===== config.mk =====
export PLATFORM = sky130hd
export DESIGN_NAME = psr_bank_unit
export DESIGN_NICKNAME = d
export VERILOG_FILES = /design/src/rtl/psr_pkg.sv /design/src/rtl/psr_rst_sync.sv /design/src/rtl/psr_mode_decode.sv /design/src/rtl/psr_cur_reg.sv /design/src/rtl/psr_saved_bank.sv /design/src/rtl/psr_bank_unit.sv
export SDC_FILE = /design/constraint.sdc
export NUM_CORES = 1
export LEC_CHECK = 0
export ABC_CLOCK_PERIOD_IN_PS = 8100
export BUFFER_PORTS_ARGS = -buffer_cell sky130_fd_sc_hd__buf_2
export CORE_MARGIN = 2
export CORE_UTILIZATION = 45
export DETAILED_ROUTE_END_ITERATION = 10
export GPL_TIMING_DRIVEN = 0
export PLACE_DENSITY = 0.67
export SLEW_MARGIN = 20
export SYNTH_ARGS = -nofsm -noshare
export SYNTH_HDL_FRONTEND = slang
export SYNTH_SLANG_ARGS = --single-unit

===== constraint.sdc =====
create_clock -name clk -period 8.1 [get_ports clk]
set_clock_uncertainty 0.1 [all_clocks]
set_input_delay 0 -clock clk [delete_from_list [all_inputs] [get_ports clk]]
set_output_delay 0 -clock clk [all_outputs]
set_load 0.05 [all_outputs]

===== src/rtl/psr_pkg.sv =====
package psr_pkg;

  localparam int WORD_W    = 32;
  localparam int MODE_W    = 5;
  localparam int FLAG_W    = 7;
  localparam int NUM_BANKS = 5;

  // flag vector order: N Z C V I F T (bit 6 down to bit 0)
  localparam int FL_N = 6;
  localparam int FL_T = 0;

  typedef logic [MODE_W-1:0] mode_t;
  typedef logic [FLAG_W-1:0] flags_t;
  typedef logic [WORD_W-1:0] word_t;

  localparam mode_t MODE_USR = 5'b10000;
  localparam mode_t MODE_FIQ = 5'b10001;
  localparam mode_t MODE_IRQ = 5'b10010;
  localparam mode_t MODE_SVC = 5'b10011;
  localparam mode_t MODE_ABT = 5'b10111;
  localparam mode_t MODE_UND = 5'b11011;
  localparam mode_t MODE_SYS = 5'b11111;

  localparam flags_t FLAGS_RST = 7'b0000110;

  // mode owning saved copy k
  function automatic mode_t bank_mode(input int k);
    case (k)
      0:       return MODE_FIQ;
      1:       return MODE_IRQ;
      2:       return MODE_SVC;
      3:       return MODE_ABT;
      default: return MODE_UND;
    endcase
  endfunction

  function automatic word_t pack_word(input flags_t f, input mode_t m);
    word_t w;
    w        = '0;
    w[31:28] = f[6:3];
    w[7:5]   = f[2:0];
    w[4:0]   = m;
    return w;
  endfunction

  function automatic flags_t unpack_flags(input word_t w);
    return {w[31:28], w[7:5]};
  endfunction

endpackage


===== src/rtl/psr_rst_sync.sv =====
module psr_rst_sync #(
  parameter int STAGES = 2
) (
  input  logic clk,
  input  logic rst_n,
  output logic rst_sync_n
);

  logic [STAGES-1:0] sync_q;

  always_ff @(posedge clk or negedge rst_n) begin
    if (!rst_n) sync_q <= '0;
    else        sync_q <= {sync_q[STAGES-2:0], 1'b1};
  end

  assign rst_sync_n = sync_q[STAGES-1];

endmodule


===== src/rtl/psr_mode_decode.sv =====
module psr_mode_decode
  import psr_pkg::*;
#(
  parameter int NBANK = NUM_BANKS
) (
  input  mode_t            mode,
  output logic             legal,
  output logic             banked,
  output logic [NBANK-1:0] sel
);

  genvar k;
  generate
    for (k = 0; k < NBANK; k++) begin : g_sel
      assign sel[k] = (mode == bank_mode(k));
    end
  endgenerate

  assign banked = |sel;
  assign legal  = banked | (mode == MODE_USR) | (mode == MODE_SYS);

endmodule


===== src/rtl/psr_cur_reg.sv =====
module psr_cur_reg
  import psr_pkg::*;
(
  input  logic   clk,
  input  logic   rst_n,
  input  logic   wr_en,
  input  flags_t wr_flags,
  input  mode_t  wr_mode,
  input  logic   wr_mode_ok,
  input  flags_t flag_we,
  input  flags_t flag_wd,
  output flags_t flags_q,
  output mode_t  mode_q
);

  flags_t flags_d;
  mode_t  mode_d;
  logic   upd_en;

  assign upd_en = wr_en | (|flag_we);

  always_comb begin
    flags_d = flags_q;
    mode_d  = mode_q;
    if (wr_en) begin
      flags_d = wr_flags;
      if (wr_mode_ok) mode_d = wr_mode;
    end else begin
      flags_d = (flags_q & ~flag_we) | (flag_wd & flag_we);
    end
  end

  always_ff @(posedge clk or negedge rst_n) begin
    if (!rst_n) begin
      flags_q <= FLAGS_RST;
      mode_q  <= MODE_SVC;
    end else if (upd_en) begin
      flags_q <= flags_d;
      mode_q  <= mode_d;
    end
  end

  // the held mode is always one of the seven legal codes
  p_mode_legal_r4: assert property (@(posedge clk) disable iff (!rst_n)
    (mode_q == MODE_USR) || (mode_q == MODE_FIQ) || (mode_q == MODE_IRQ) ||
    (mode_q == MODE_SVC) || (mode_q == MODE_ABT) || (mode_q == MODE_UND) ||
    (mode_q == MODE_SYS));

  // masked-off flags are untouched when no full write is present
  p_flag_keep_r8: assert property (@(posedge clk) disable iff (!rst_n)
    (!wr_en && (flag_we == '0)) |=> $stable(flags_q) && $stable(mode_q));

endmodule


===== src/rtl/psr_saved_bank.sv =====
module psr_saved_bank
  import psr_pkg::*;
#(
  parameter int NBANK = NUM_BANKS,
  parameter int DW    = WORD_W
) (
  input  logic             clk,
  input  logic             rst_n,
  input  logic [NBANK-1:0] wr_sel,
  input  logic [DW-1:0]    wr_data,
  input  logic [NBANK-1:0] rd_sel,
  output logic [DW-1:0]    rd_data
);

  logic [NBANK-1:0][DW-1:0] bank_q;

  genvar k;
  generate
    for (k = 0; k < NBANK; k++) begin : g_bank
      always_ff @(posedge clk or negedge rst_n) begin
        if (!rst_n)         bank_q[k] <= '0;
        else if (wr_sel[k]) bank_q[k] <= wr_data;
      end
    end
  endgenerate

  always_comb begin
    rd_data = '0;
    for (int i = 0; i < NBANK; i++) begin
      rd_data = rd_data | (bank_q[i] & {DW{rd_sel[i]}});
    end
  end

  // no selected copy means every copy keeps its value
  p_no_write_r7: assert property (@(posedge clk) disable iff (!rst_n)
    (wr_sel == '0) |=> $stable(bank_q));

  // at most one copy is written at a time
  p_one_write_r5: assert property (@(posedge clk) disable iff (!rst_n)
    $onehot0(wr_sel));

endmodule


===== src/rtl/psr_bank_unit.sv =====
module psr_bank_unit
  import psr_pkg::*;
#(
  parameter int NBANK = NUM_BANKS
) (
  input  logic        clk,
  input  logic        rst_n,
  input  logic        cur_wr_en,
  input  logic [31:0] cur_wr_data,
  output logic [31:0] cur_rd_data,
  input  logic        sav_rd_en,
  input  logic        sav_wr_en,
  input  logic [31:0] sav_wr_data,
  output logic [31:0] sav_rd_data,
  input  logic [6:0]  flag_we,
  input  logic [6:0]  flag_wd,
  output logic [6:0]  flags_o,
  output logic        err_o
);

  logic             rst_q;
  flags_t           flags_q;
  mode_t            mode_q;
  mode_t            wr_mode;
  logic             wr_legal;
  logic             wr_banked_unused;
  logic [NBANK-1:0] wr_sel_unused;
  logic             cur_legal_unused;
  logic             cur_banked;
  logic [NBANK-1:0] cur_sel;
  logic [NBANK-1:0] bank_wr_sel;
  logic [NBANK-1:0] bank_rd_sel;
  logic             err_d;
  logic             err_q;
  logic             unused_bits;

  assign unused_bits = ^cur_wr_data[27:8];
  assign wr_mode     = cur_wr_data[MODE_W-1:0];

  psr_rst_sync #(.STAGES(2)) u_rst (
    .clk        (clk),
    .rst_n      (rst_n),
    .rst_sync_n (rst_q)
  );

  // decode for the incoming word's mode field
  psr_mode_decode #(.NBANK(NBANK)) u_wr_dec (
    .mode   (wr_mode),
    .legal  (wr_legal),
    .banked (wr_banked_unused),
    .sel    (wr_sel_unused)
  );

  // decode for the mode currently held
  psr_mode_decode #(.NBANK(NBANK)) u_cur_dec (
    .mode   (mode_q),
    .legal  (cur_legal_unused),
    .banked (cur_banked),
    .sel    (cur_sel)
  );

  psr_cur_reg u_cur (
    .clk        (clk),
    .rst_n      (rst_q),
    .wr_en      (cur_wr_en),
    .wr_flags   (unpack_flags(cur_wr_data)),
    .wr_mode    (wr_mode),
    .wr_mode_ok (wr_legal),
    .flag_we    (flag_we),
    .flag_wd    (flag_wd),
    .flags_q    (flags_q),
    .mode_q     (mode_q)
  );

  assign bank_wr_sel = cur_sel & {NBANK{sav_wr_en}};
  assign bank_rd_sel = cur_sel & {NBANK{sav_rd_en}};

  psr_saved_bank #(.NBANK(NBANK), .DW(WORD_W)) u_bank (
    .clk     (clk),
    .rst_n   (rst_q),
    .wr_sel  (bank_wr_sel),
    .wr_data (sav_wr_data),
    .rd_sel  (bank_rd_sel),
    .rd_data (sav_rd_data)
  );

  // error: bad mode code on a full write, or saved access without a copy
  always_comb begin
    err_d = 1'b0;
    if (cur_wr_en && !wr_legal)                   err_d = 1'b1;
    if ((sav_rd_en || sav_wr_en) && !cur_banked)  err_d = 1'b1;
  end

  always_ff @(posedge clk or negedge rst_q) begin
    if (!rst_q) err_q <= 1'b0;
    else        err_q <= err_d;
  end

  assign err_o       = err_q;
  assign flags_o     = flags_q;
  assign cur_rd_data = pack_word(flags_q, mode_q);

  // a refused mode code leaves the mode field as it was
  p_reject_hold_r4: assert property (@(posedge clk) disable iff (!rst_q)
    (cur_wr_en && !wr_legal) |=> $stable(cur_rd_data[4:0]));

  // a full write always lands its condition flags
  p_word_flags_r3: assert property (@(posedge clk) disable iff (!rst_q)
    cur_wr_en |=> (cur_rd_data[31:28] == $past(cur_wr_data[31:28])));

  // no saved copy readable outside banked modes
  p_sav_zero_r6: assert property (@(posedge clk) disable iff (!rst_q)
    (sav_rd_en && !cur_banked) |-> (sav_rd_data == '0));

  // an error pulse always follows an access strobe
  p_err_cause_r10: assert property (@(posedge clk) disable iff (!rst_q)
    err_o |-> $past(cur_wr_en || sav_rd_en || sav_wr_en));

  // the held mode selects at most one saved copy
  p_bank_onehot_r5: assert property (@(posedge clk) disable iff (!rst_q)
    $onehot0(cur_sel));

  // flag outputs agree with the packed word
  p_flags_match_r9: assert property (@(posedge clk) disable iff (!rst_q)
    flags_o == {cur_rd_data[31:28], cur_rd_data[7:5]});

endmodule


==> results.py, run 1 <==
metrics = {
    "worst_setup_path": {
        "crit_start": "u_cur.mode_q[0]",
        "cp.required_ps": 8000,
        "reg2reg_slack_ps": 5230,
        "reg2reg_from": "u_cur.mode_q[0]",
        "end_kind": "primary output",
        "cp_data_arrival_time_ps": 2960,
        "crit_end": "sav_rd_data[12]",
        "timing.rr.end": "err_o",
        "worstSetupStartpointType": "register",
        "critPathMaxFanout": 10,
        "r2r.worst_path.cells": 6,
        "critPathKind": "reg -> out",
    },
    "global_route": {
        "antenna_found_initial": 0,
        "grt_pass1_wl_mm": 33.5,
        "grt.total_usage_pct": 21.7,
        "grt_pass1_vias": 6458,
        "overflow": 0,
        "grt_start_max_net_pins": 62,
        "grt-busiest-layer": "met2",
        "use_met3_pct": 4.00,
        "grtUsageMet2_pct": 36.8,
        "met1_usage_pct": 27.4,
    },
    "final_layout": {
        "fillers": 1474,
        "antenna_cells": 0,
        "area_growth_pct": 26.2,
        "drive_above_1_share_pct": 50.7,
        "fin_area_um2": 10500,
        "nets": 920,
    },
    "run": {
        "drv_cap": 0,
    },
    "sta": {
        "setup_slack_ps": 5040,
        "clock.fmax_ghz": 0.327,
        "setup_viol": 0,
        "finalHoldViolCount": 0,
        "fin_setup_tns_ps": 0,
        "post-route-min-period_ps": 3060,
        "fin_crit_sh_pct": 37.7,
        "worst_pin_slew_ps": 816,
        "final_max_slew_viol_count": 0,
        "rsz0062_at_grt": "no",
        "max-slew-margin-rel_pct": 45.1,
    },
    "power_and_ir_drop": {
        "peakVddDrop_uv": 172,
        "seq_power_share_pct": 43.8,
        "p_clk_share_pct": 23.9,
        "switching_share_pct": 32.0,
        "switchingPower_mw": 1.08,
        "leakage_nw": 4.91,
        "p_int_mw": 2.29,
        "power_density_nw_per_um2": 320,
        "combPwrFrac_pct": 32.3,
    },
    "placed_design": {
        "dp_hpwl_mm": 13.6,
        "pre_cts_slack_ps": 5480,
        "placed_area_um2": 9370,
        "port_buffers": 114,
        "place_congestion": 0.778,
    },
    "clock_tree": {
        "clock_sinks": 175,
        "cts_buffer_depth": 2,
        "root_buffer": "clkbuf_16",
        "clock_latency_ps": 440,
        "cts_setup_buffers": 0,
        "numCtsBuffers": 17,
        "cts_tree": "done",
        "ctsResizeCount": 0,
        "cts_htree_levels": 4,
        "path_clk_slew_ps": 70,
    },
    "logic_synthesis": {
        "ys_seq_area_share_pct": 52.5,
        "synth_top_family_by_area": "multiplexers",
        "synth-adder-area-share_pct": 0,
        "yosys.area_share.simple_pct": 7.02,
        "synth_xor_area_share_pct": 0,
        "synth.mux.area_fraction_pct": 28.6,
        "synth_cells": 622,
        "synth_seq_cells": 175,
        "avgSynthCellArea_um2": 13.4,
        "synth_warnings": 0,
        "synth_cell_types": 33,
        "synth_compound_area_share_pct": 6.65,
        "synthesis.area_um2": 8360,
    },
    "detailed_routing": {
        "via_count": 5911,
        "wl_per_cell_um": 19.2,
        "wl_mm": 20.7,
        "ant_nets": 0,
        "drt_iter0_markers": 314,
        "route.detailed.drc": 0,
        "dr.pass1.iters": 5,
        "routed_via_density": 5.48,
    },
    "floorplan": {
        "start_util_pct": 46.2,
        "coreArea_um2": 18100,
        "io-pin-count": 155,
        "placementRows": 49,
        "die_w_um": 140,
        "die_h_um": 140,
        "dieArea_um2": 19700,
    },
    "outcome": {
        "status": "complete, no violations",
    },
    "min_path": {
        "hold_class": "reg -> async",
    },
}
## cell usage after synthesis
cell	n	area share, %
mux2i_1	7	0.84
mux2_1	3	0.40
mux2_2	163	22
nand4b_1	2	0.21
or4_1	1	0.090
a22o_1	1	0.10
nor3_2	1	0.12
nand2b_4	1	0.16
nand3_1	33	2.0
clkbuf_1	20	0.90
nand2_1	9	0.40
buf_6	3	0.40
nand2b_1	2	0.15
buf_4	27	2.4
o2bb2ai_1	1	0.10
a21boi_0	1	0.090
inv_1	2	0.090
o211ai_1	1	0.090
dfrtp_1	170	51
nor4b_1	1	0.10
or3b_2	32	3.4
conb_1	2	0.090
nor2_1	5	0.22
dfstp_2	5	1.6
nor4_1	1	0.075
a221o_1	32	3.8
buf_1	5	0.22
a22oi_1	1	0.090
buf_2	19	1.1
nand4_1	2	0.15
mux2_4	30	5.4
a21oi_1	32	1.9
o21ai_0	7	0.42
## cell type report
class                           count  area, um^2  area share (%)
Tap cell                          229         287            2.72
Multi-Input combinational cell    390        3610            34.2
Timing Repair Buffer              177        1250            11.8
Clock buffer                       17         425            4.03
Buffer                             74         425            4.03
Sequential cell                   175        4390            41.6
Clock inverter                     15         154            1.46
Inverter                            2        7.51          0.0712
## cells in the final DEF (no fill, tap or decap), drive strengths merged, types with 2 or more instances in the layout
| master | instances |
|---|---|
| clkinvlp | 3 |
| dlygate4sd3 | 60 |
| nand2 | 9 |
| nor2 | 5 |
| mux2 | 196 |
| nand3 | 33 |
| conb | 21 |
| a21oi | 32 |
| nand2b | 3 |
| buf | 171 |
| dfrtp | 170 |
| nand4b | 2 |
| or3b | 32 |
| o21ai | 7 |
| clkbuf | 37 |
| mux2i | 7 |
| inv | 9 |
| clkinv | 4 |
| dfstp | 5 |
| nand4 | 2 |
| a221o | 32 |
## cells by family after synthesis
group,Yosys count
AOI/OAI and AO/OA,76
and+or+nand+nor,90
muxes,203
buffers and inverters,76
other,2
DFF,175
## sequential cells by signal, indices dropped and copies added (netlist names), named ones only
register / cells
u_bank.bank_q: 160
u_cur.mode_q: 5
u_rst.sync_q: 2
err_o: 1
## routing by layer
metal / vias to the layer above / share of wire, %
li1: 2670 / -
met1: 3014 / 43
met2: 182 / 49
met3: 45 / 5.1
met4: 0 / 2.7
met5: - / 0
## through the flow
step	power (mW)	hold slack (ps)	utilization, %	std cells
3_5_place_dp	2.55	-311	51.8	987
3_3_place_gp	2.47	-315	51.3	984
6_report	3.37	149	58.3	1079
2_1_floorplan	2.28	-396	-	641
4_1_cts	3.39	163	58.3	1079
5_1_grt	3.55	183	58.3	1079
## how the worst min path moves through the flow
| stage | slack (ps) | depth (start not counted) | end | startpoint |
|---|---|---|---|---|
| final | 150 | 0 | u_bank.bank_q[148] | u_rst.sync_q[1] |
| after global placement | -310 | 1 | u_rst.sync_q[0] | rst_n |
| after CTS | 160 | 0 | u_bank.bank_q[148] | u_rst.sync_q[1] |
| after detailed placement | -310 | 1 | u_rst.sync_q[0] | rst_n |
| after floorplan | -400 | 0 | u_rst.sync_q[0] | rst_n |
| after global routing | 180 | 0 | u_bank.bank_q[148] | u_rst.sync_q[1] |
## what timing repair did
item,4_1_cts,5_1_grt
setup endpoints to repair,0,0
hold endpoints to repair,175,0
hold buffers,60,0
## critical path, cell delays in order, from the launching register on
cell	delay, ps
dfstp_2	540
buf_2	220
clkbuf_1	460
buf_1	530
nand3_1	140
a21oi_1	210
a221o_1	150
buf_2	260
## power by group through the flow
stage / logic [mW] / clock network [mW] / registers (mW)
6_report: 1.09 / 0.807 / 1.48
3_5_place_dp: 1.06 / 0 / 1.49
2_1_floorplan: 0.820 / 0 / 1.46
3_3_place_gp: 1.00 / 0 / 1.46
5_1_grt: 1.17 / 0.859 / 1.53
4_1_cts: 1.10 / 0.822 / 1.47
No activity file was read; power rests on OpenSTA's default activity.
==> run 2: changes to the inputs <==
--- a/config.mk
+++ b/config.mk
@@ -5,13 +5,13 @@
 export SDC_FILE = /design/constraint.sdc
 export NUM_CORES = 1
 export LEC_CHECK = 0
-export ABC_CLOCK_PERIOD_IN_PS = 8100
+export ABC_CLOCK_PERIOD_IN_PS = 2510
 export BUFFER_PORTS_ARGS = -buffer_cell sky130_fd_sc_hd__buf_2
 export CORE_MARGIN = 2
 export CORE_UTILIZATION = 45
 export DETAILED_ROUTE_END_ITERATION = 10
 export GPL_TIMING_DRIVEN = 0
-export PLACE_DENSITY = 0.67
+export PLACE_DENSITY = 0.69
 export SLEW_MARGIN = 20
 export SYNTH_ARGS = -nofsm -noshare
 export SYNTH_HDL_FRONTEND = slang
==> constraint.sdc (replaced) <==
create_clock -name clk -period 2.51 [get_ports clk]
set_clock_uncertainty 0.1 [all_clocks]
set_input_delay 0 -clock clk [delete_from_list [all_inputs] [get_ports clk]]
set_output_delay 0 -clock clk [all_outputs]
set_load 0.05 [all_outputs]
==> results.py, run 2 (same netlist as run 1, synthesis figures left out) <==
metrics = {
    "worst_setup_path": {
        "end_kind": "primary output",
        "cp_slowest_stage_delay_ps": 530,
        "critPathMaxFanout": 10,
        "r2r.worst_path.cells": 6,
        "reg2reg_from": "u_cur.mode_q[0]",
        "cpMostUsedCell": "buf_2",
        "reg2reg_slack_ps": 170,
        "cp.required_ps": 2410,
        "worstSetupStartpointType": "register",
        "path_buf_inv": 3,
        "critPathKind": "reg -> out",
        "timing.rr.end": "err_o",
        "cp_top_family": "buffers and inverters",
        "critical_path.slowest_cell": "dfstp_2",
        "cp_data_arrival_time_ps": 2360,
        "worst-path-stages": 6,
        "path_cells": "buf_2 -> nand2b_4 -> nor4_4 -> buf_4 -> a221o_1 -> buf_2",
    },
    "floorplan": {
        "die_h_um": 140,
        "coreArea_um2": 18100,
        "placementRows": 49,
        "dieArea_um2": 19700,
        "die_w_um": 140,
        "start_util_pct": 46.2,
        "io-pin-count": 155,
    },
    "final_layout": {
        "layout.area.seq_um2": 4390,
        "drive_above_1_share_pct": 53.5,
        "antenna_cells": 0,
        "nets": 918,
        "largest-register": "u_bank.bank_q",
        "fillers": 1419,
        "largest_register_ffs": 160,
        "multi_input_area_um2": 3640,
        "largest_registers": "u_bank.bank_q x160, u_cur.mode_q x5, u_rst.sync_q x2",
        "fin_area_um2": 10700,
        "final_common_cell": "dfrtp_1",
        "mostFrequentLayoutCells": "169 x dfrtp_1, 163 x mux2_2, 127 x buf_2",
        "fin_cells": 1077,
        "area_growth_pct": 27.6,
    },
    "detailed_routing": {
        "ant_nets": 0,
        "wl_per_cell_um": 19.1,
        "route.detailed.drc": 0,
        "routed_via_density": 5.40,
        "via_count": 5820,
        "dr.pass1.iters": 4,
        "drt_iter0_markers": 279,
        "wl_mm": 20.6,
    },
    "min_path": {
        "hold_class": "in -> reg",
        "min-delay-start": "sav_wr_en",
        "min_to": "u_bank.bank_q[159]",
        "whs_path_depth": 4,
    },
    "power_and_ir_drop": {
        "power_density_nw_per_um2": 1040,
        "leakage_nw": 4.99,
        "peakVddDrop_uv": 572,
    },
    "global_route": {
        "grt_pass1_vias": 6217,
        "grt_start_max_net_pins": 62,
        "overflow": 0,
        "antenna_found_initial": 0,
        "grt.total_usage_pct": 21.2,
        "grt_pass1_wl_mm": 32.7,
    },
    "clock_tree": {
        "clock_sinks": 175,
        "cts_buffer_depth": 2,
        "root_buffer": "clkbuf_16",
        "path_clk_slew_ps": 70,
        "cts_tree": "done",
        "clock_latency_ps": 420,
        "cts_htree_levels": 4,
        "numCtsBuffers": 17,
    },
    "placed_design": {
        "pre_cts_slack_ps": -44.1,
        "post-place-cells": 986,
        "place_congestion": 0.765,
        "port_buffers": 114,
        "dp_hpwl_mm": 13.4,
        "placed_area_um2": 9350,
    },
    "sta": {
        "finalHoldViolCount": 0,
        "setup_slack_ps": 54.4,
        "final_max_slew_viol_count": 0,
        "max-slew-margin-rel_pct": 49.0,
        "clock.fmax_ghz": 0.407,
        "fin_crit_sh_pct": 97.8,
        "worst_pin_slew_ps": 765,
        "post-route-min-period_ps": 2460,
        "setup_viol": 0,
    },
    "run": {
        "drv_cap": 0,
    },
    "outcome": {
        "status": "complete, no violations",
    },
}
run 2: cell count changes in the layout (fill, tap and decap cells not counted), sizes merged:
cell	delta
buf	-4
bufinv	+2
clkbuf	+8
inv	-4
clkinvlp	-2
clkinv	-1
dlygate4sd3	-1
run 2: final cells by class:
class	count	area share (%)
Multi-Input combinational cell	390	34.2
Tap cell	229	2.69
Buffer	73	4.50
Timing Repair Buffer	176	11.6
Clock buffer	22	4.44
Inverter	2	0.0704
Clock inverter	10	1.40
Sequential cell	175	41.1
run 2: worst max-delay path by stage:
stage | start | to
after floorplan | u_cur.mode_q[3] | sav_rd_data[10]
after global placement | u_cur.mode_q[0] | sav_rd_data[19]
after detailed placement | u_cur.mode_q[0] | sav_rd_data[13]
after CTS | u_cur.mode_q[0] | sav_rd_data[1]
after global routing | u_cur.mode_q[0] | sav_rd_data[21]
final | u_cur.mode_q[0] | sav_rd_data[12]
run 2: timing repair:
item,CTS,global route
buffers inserted,0,1
cloned,0,0
endpoints found under the hold margin,175,0
pin swaps,1,0
hold buffers,59,0
resized for setup,32,21
setup endpoints to repair,32,32
run 2: worst reg2reg max path: stages, from the launching register on:
cell,delay [ps]
dfstp_2,530
buf_2,220
buf_4,250
clkbuf_4,250
o211ai_1,100
a22o_1,230
dlygate4sd3_1,540
run 2: metal layers:
| metal | up-vias | track usage [%] | part of all wire [%] |
|---|---|---|---|
| li1 | 2658 | - | - |
| met1 | 2993 | 27.2 | 45 |
| met2 | 148 | 36.6 | 49 |
| met3 | 21 | 4.44 | 3.9 |
| met4 | 0 | 5.58 | 1.3 |
| met5 | - | 0 | 0 |
run 2: through the flow:
step | setup TNS (ps) | hold WS (ps) | util, % | total power [mW]
global placement | -51.2 | -314 | 51.4 | 7.95
global route | -22.6 | 80.4 | 59.0 | 11.7
finish | 0 | 78.7 | 59.0 | 11.1
detailed placement | -185 | -313 | 51.7 | 8.20
CTS | 0 | 59.3 | 58.7 | 11.1
floorplan | 0 | -396 | - | 7.35
run 2: power by group:
| part | switching (mW) | total, mW | leakage (nW) | internal (mW) |
|---|---|---|---|---|
| combinational | 1.61 | 3.55 | 2.54 | 1.94 |
| clock | 1.13 | 2.79 | 0.303 | 1.66 |
| sequential | 0.677 | 4.78 | 2.15 | 4.10 |
==> run 3: changes to the inputs <==
--- a/config.mk
+++ b/config.mk
@@ -12,6 +12,7 @@
 export DETAILED_ROUTE_END_ITERATION = 10
 export GPL_TIMING_DRIVEN = 0
 export PLACE_DENSITY = 0.69
+export REMOVE_ABC_BUFFERS = 1
 export SLEW_MARGIN = 20
 export SYNTH_ARGS = -nofsm -noshare
 export SYNTH_HDL_FRONTEND = slang
==> results.py, run 3 (same netlist as run 1, synthesis figures left out) <==
metrics = {
    "outcome": {
        "status": "finished with violations",
        "violations": "negative setup slack",
    },
    "global_route": {
        "overflow": 0,
        "grt_pass1_wl_mm": 36.2,
        "grt_start_max_net_pins": 57,
        "grt.total_usage_pct": 23.9,
        "grt_pass1_vias": 6515,
        "antenna_found_initial": 0,
    },
    "power_and_ir_drop": {
        "seq_power_share_pct": 42.5,
        "power_density_nw_per_um2": 1040,
        "p_int_mw": 7.82,
        "leakage_nw": 4.93,
        "peakVddDrop_uv": 556,
        "switchingPower_mw": 3.51,
        "p_total_mw": 11.3,
        "combPwrFrac_pct": 33.5,
        "switching_share_pct": 31.0,
        "p_clk_share_pct": 24.0,
    },
    "worst_setup_path": {
        "critPathKind": "reg -> reg",
        "path_cells": "buf_16 -> buf_12 -> nor4b_1 -> a22oi_1 -> a22o_1 -> dlygate4sd3_1",
        "critPathMaxFanout": 36,
        "timing.rr.end": "err_o",
        "cp.required_ps": 2720,
        "end_kind": "register",
        "cp_slowest_stage_delay_ps": 560,
        "worstSetupStartpointType": "register",
        "reg2reg_from": "u_cur.mode_q[2]",
        "critical_path.slowest_cell": "dlygate4sd3_1",
        "r2r.worst_path.cells": 6,
        "cp_data_arrival_time_ps": 2720,
        "reg2reg_slack_ps": -0.1,
    },
    "clock_tree": {
        "cts_tree": "done",
        "clock_sinks": 175,
        "path_clk_slew_ps": 60,
        "cts_buffer_depth": 2,
        "cts_htree_levels": 4,
        "clock_latency_ps": 430,
        "root_buffer": "clkbuf_16",
        "numCtsBuffers": 17,
    },
    "sta": {
        "max-slew-margin-rel_pct": 45.8,
        "setup_viol": 1,
        "post-route-min-period_ps": 2510,
        "worst_pin_slew_ps": 811,
        "clock.fmax_ghz": 0.398,
        "finalHoldViolCount": 0,
        "final_max_slew_viol_count": 0,
        "fin_setup_tns_ps": -0.112,
        "fin_crit_sh_pct": 100,
        "setup_slack_ps": -0.112,
    },
    "floorplan": {
        "placementRows": 49,
        "die_w_um": 140,
        "start_util_pct": 46.2,
        "coreArea_um2": 18100,
        "die_h_um": 140,
        "dieArea_um2": 19700,
        "io-pin-count": 155,
    },
    "final_layout": {
        "largest-register": "u_bank.bank_q",
        "drive_above_1_share_pct": 52.2,
        "fillers": 1357,
        "mostFrequentLayoutCells": "167 x dfrtp_1, 163 x mux2_2, 91 x buf_2",
        "area_growth_pct": 30.4,
        "nets": 888,
        "largest_register_ffs": 160,
        "final_common_cell": "dfrtp_1",
        "largest_registers": "u_bank.bank_q x160, u_cur.mode_q x5, u_rst.sync_q x2",
    },
    "min_path": {
        "min-delay-start": "sav_wr_en",
        "min_to": "u_bank.bank_q[6]",
        "whs_path_depth": 4,
        "hold_class": "in -> reg",
    },
    "placed_design": {
        "place_congestion": 0.757,
        "port_buffers": 114,
        "pre_cts_slack_ps": -481,
        "dp_hpwl_mm": 12.7,
    },
    "detailed_routing": {
        "ant_nets": 0,
        "wl_per_cell_um": 22.3,
        "wl_mm": 23.3,
        "dr.pass1.iters": 7,
        "routed_via_density": 5.76,
        "via_count": 6037,
        "drt_iter0_markers": 455,
        "route.detailed.drc": 0,
    },
    "run": {
        "drv_cap": 0,
    },
}
-- run 3: cell types whose count changed in the layout (fill, tap and decap cells not counted), moves of 5 or more --
cell,change
buf_2,-36
buf_4,-15
buf_12,+8
buf_6,+8
clkbuf_2,-8
buf_8,+6
buf_16,+5
dlygate4sd3_1,+5
-- run 3: layout make-up --
class                           count  area (um^2)  area share (%)
Sequential cell                   175         4400            40.4
Multi-Input combinational cell    390         3670            33.7
Timing Repair Buffer              219         1920            17.6
Clock buffer                       22          474            4.35
Tap cell                          229          287            2.63
Clock inverter                     10          135            1.24
Inverter                            2         7.51          0.0689
Antenna cell                        1         2.50          0.0230
-- run 3: what timing repair did --
item,4_1_cts,5_1_grt
hold buffers,64,0
endpoints found under the setup margin,178,33
pin swaps,6,4
gates resized for setup,25,20
hold endpoints to repair,175,0
cloned,0,1
setup buffers,15,6
-- run 3: stage by stage --
stage | utilization (%) | hold WS, ps | instances | cell area [um^2]
floorplan | - | -396 | 567 | 8000
global placement | 49.0 | -314 | 910 | 8860
detailed placement | 51.1 | -311 | 929 | 9240
CTS | 59.6 | 54.5 | 1040 | 10800
global route | 60.3 | 98.7 | 1047 | 10900
finish | 60.3 | 102 | 1048 | 10900
-- run 3: power groups by stage --
| stage | clock network [mW] | registers, mW | logic, mW |
|---|---|---|---|
| 2_1_floorplan | 0 | 4.87 | 2.40 |
| 3_3_place_gp | 0 | 4.93 | 2.92 |
| 3_5_place_dp | 0 | 5.00 | 3.19 |
| 4_1_cts | 2.76 | 4.79 | 3.71 |
| 5_1_grt | 2.87 | 4.96 | 4.03 |
| 6_report | 2.71 | 4.82 | 3.80 |
-- run 3: how the worst max path moves through the flow --
stage	from	end	slack [ps]	depth (start not counted)
final	u_cur.mode_q[2]	err_o	-0.1	6
after global routing	u_cur.mode_q[3]	sav_rd_data[25]	-20	9
after CTS	u_cur.mode_q[2]	sav_rd_data[25]	-20	7
after detailed placement	u_cur.mode_q[0]	sav_rd_data[25]	-480	6
after global placement	u_cur.mode_q[2]	sav_rd_data[4]	-5560	4
after floorplan	u_rst.sync_q[1]	async pin	-2820	0
-- run 3: critical path, delay by kind of cell, from the launching register on --
family | cells | cell delay, ps
buffers and inverters | 3 | 950
flip-flops | 1 | 540
AO/OA/AOI/OAI | 2 | 400
AND/OR/NAND/NOR | 1 | 380
-- run 3: per-layer routing --
metal  up-vias  global-route usage (%)  part of all wire (%)
li1       2603                       -                     -
met1      3181                    30.6                    43
met2       226                    40.8                    50
met3        27                    5.03                   5.4
met4         0                    7.71                   1.2
met5         -                       0                     0
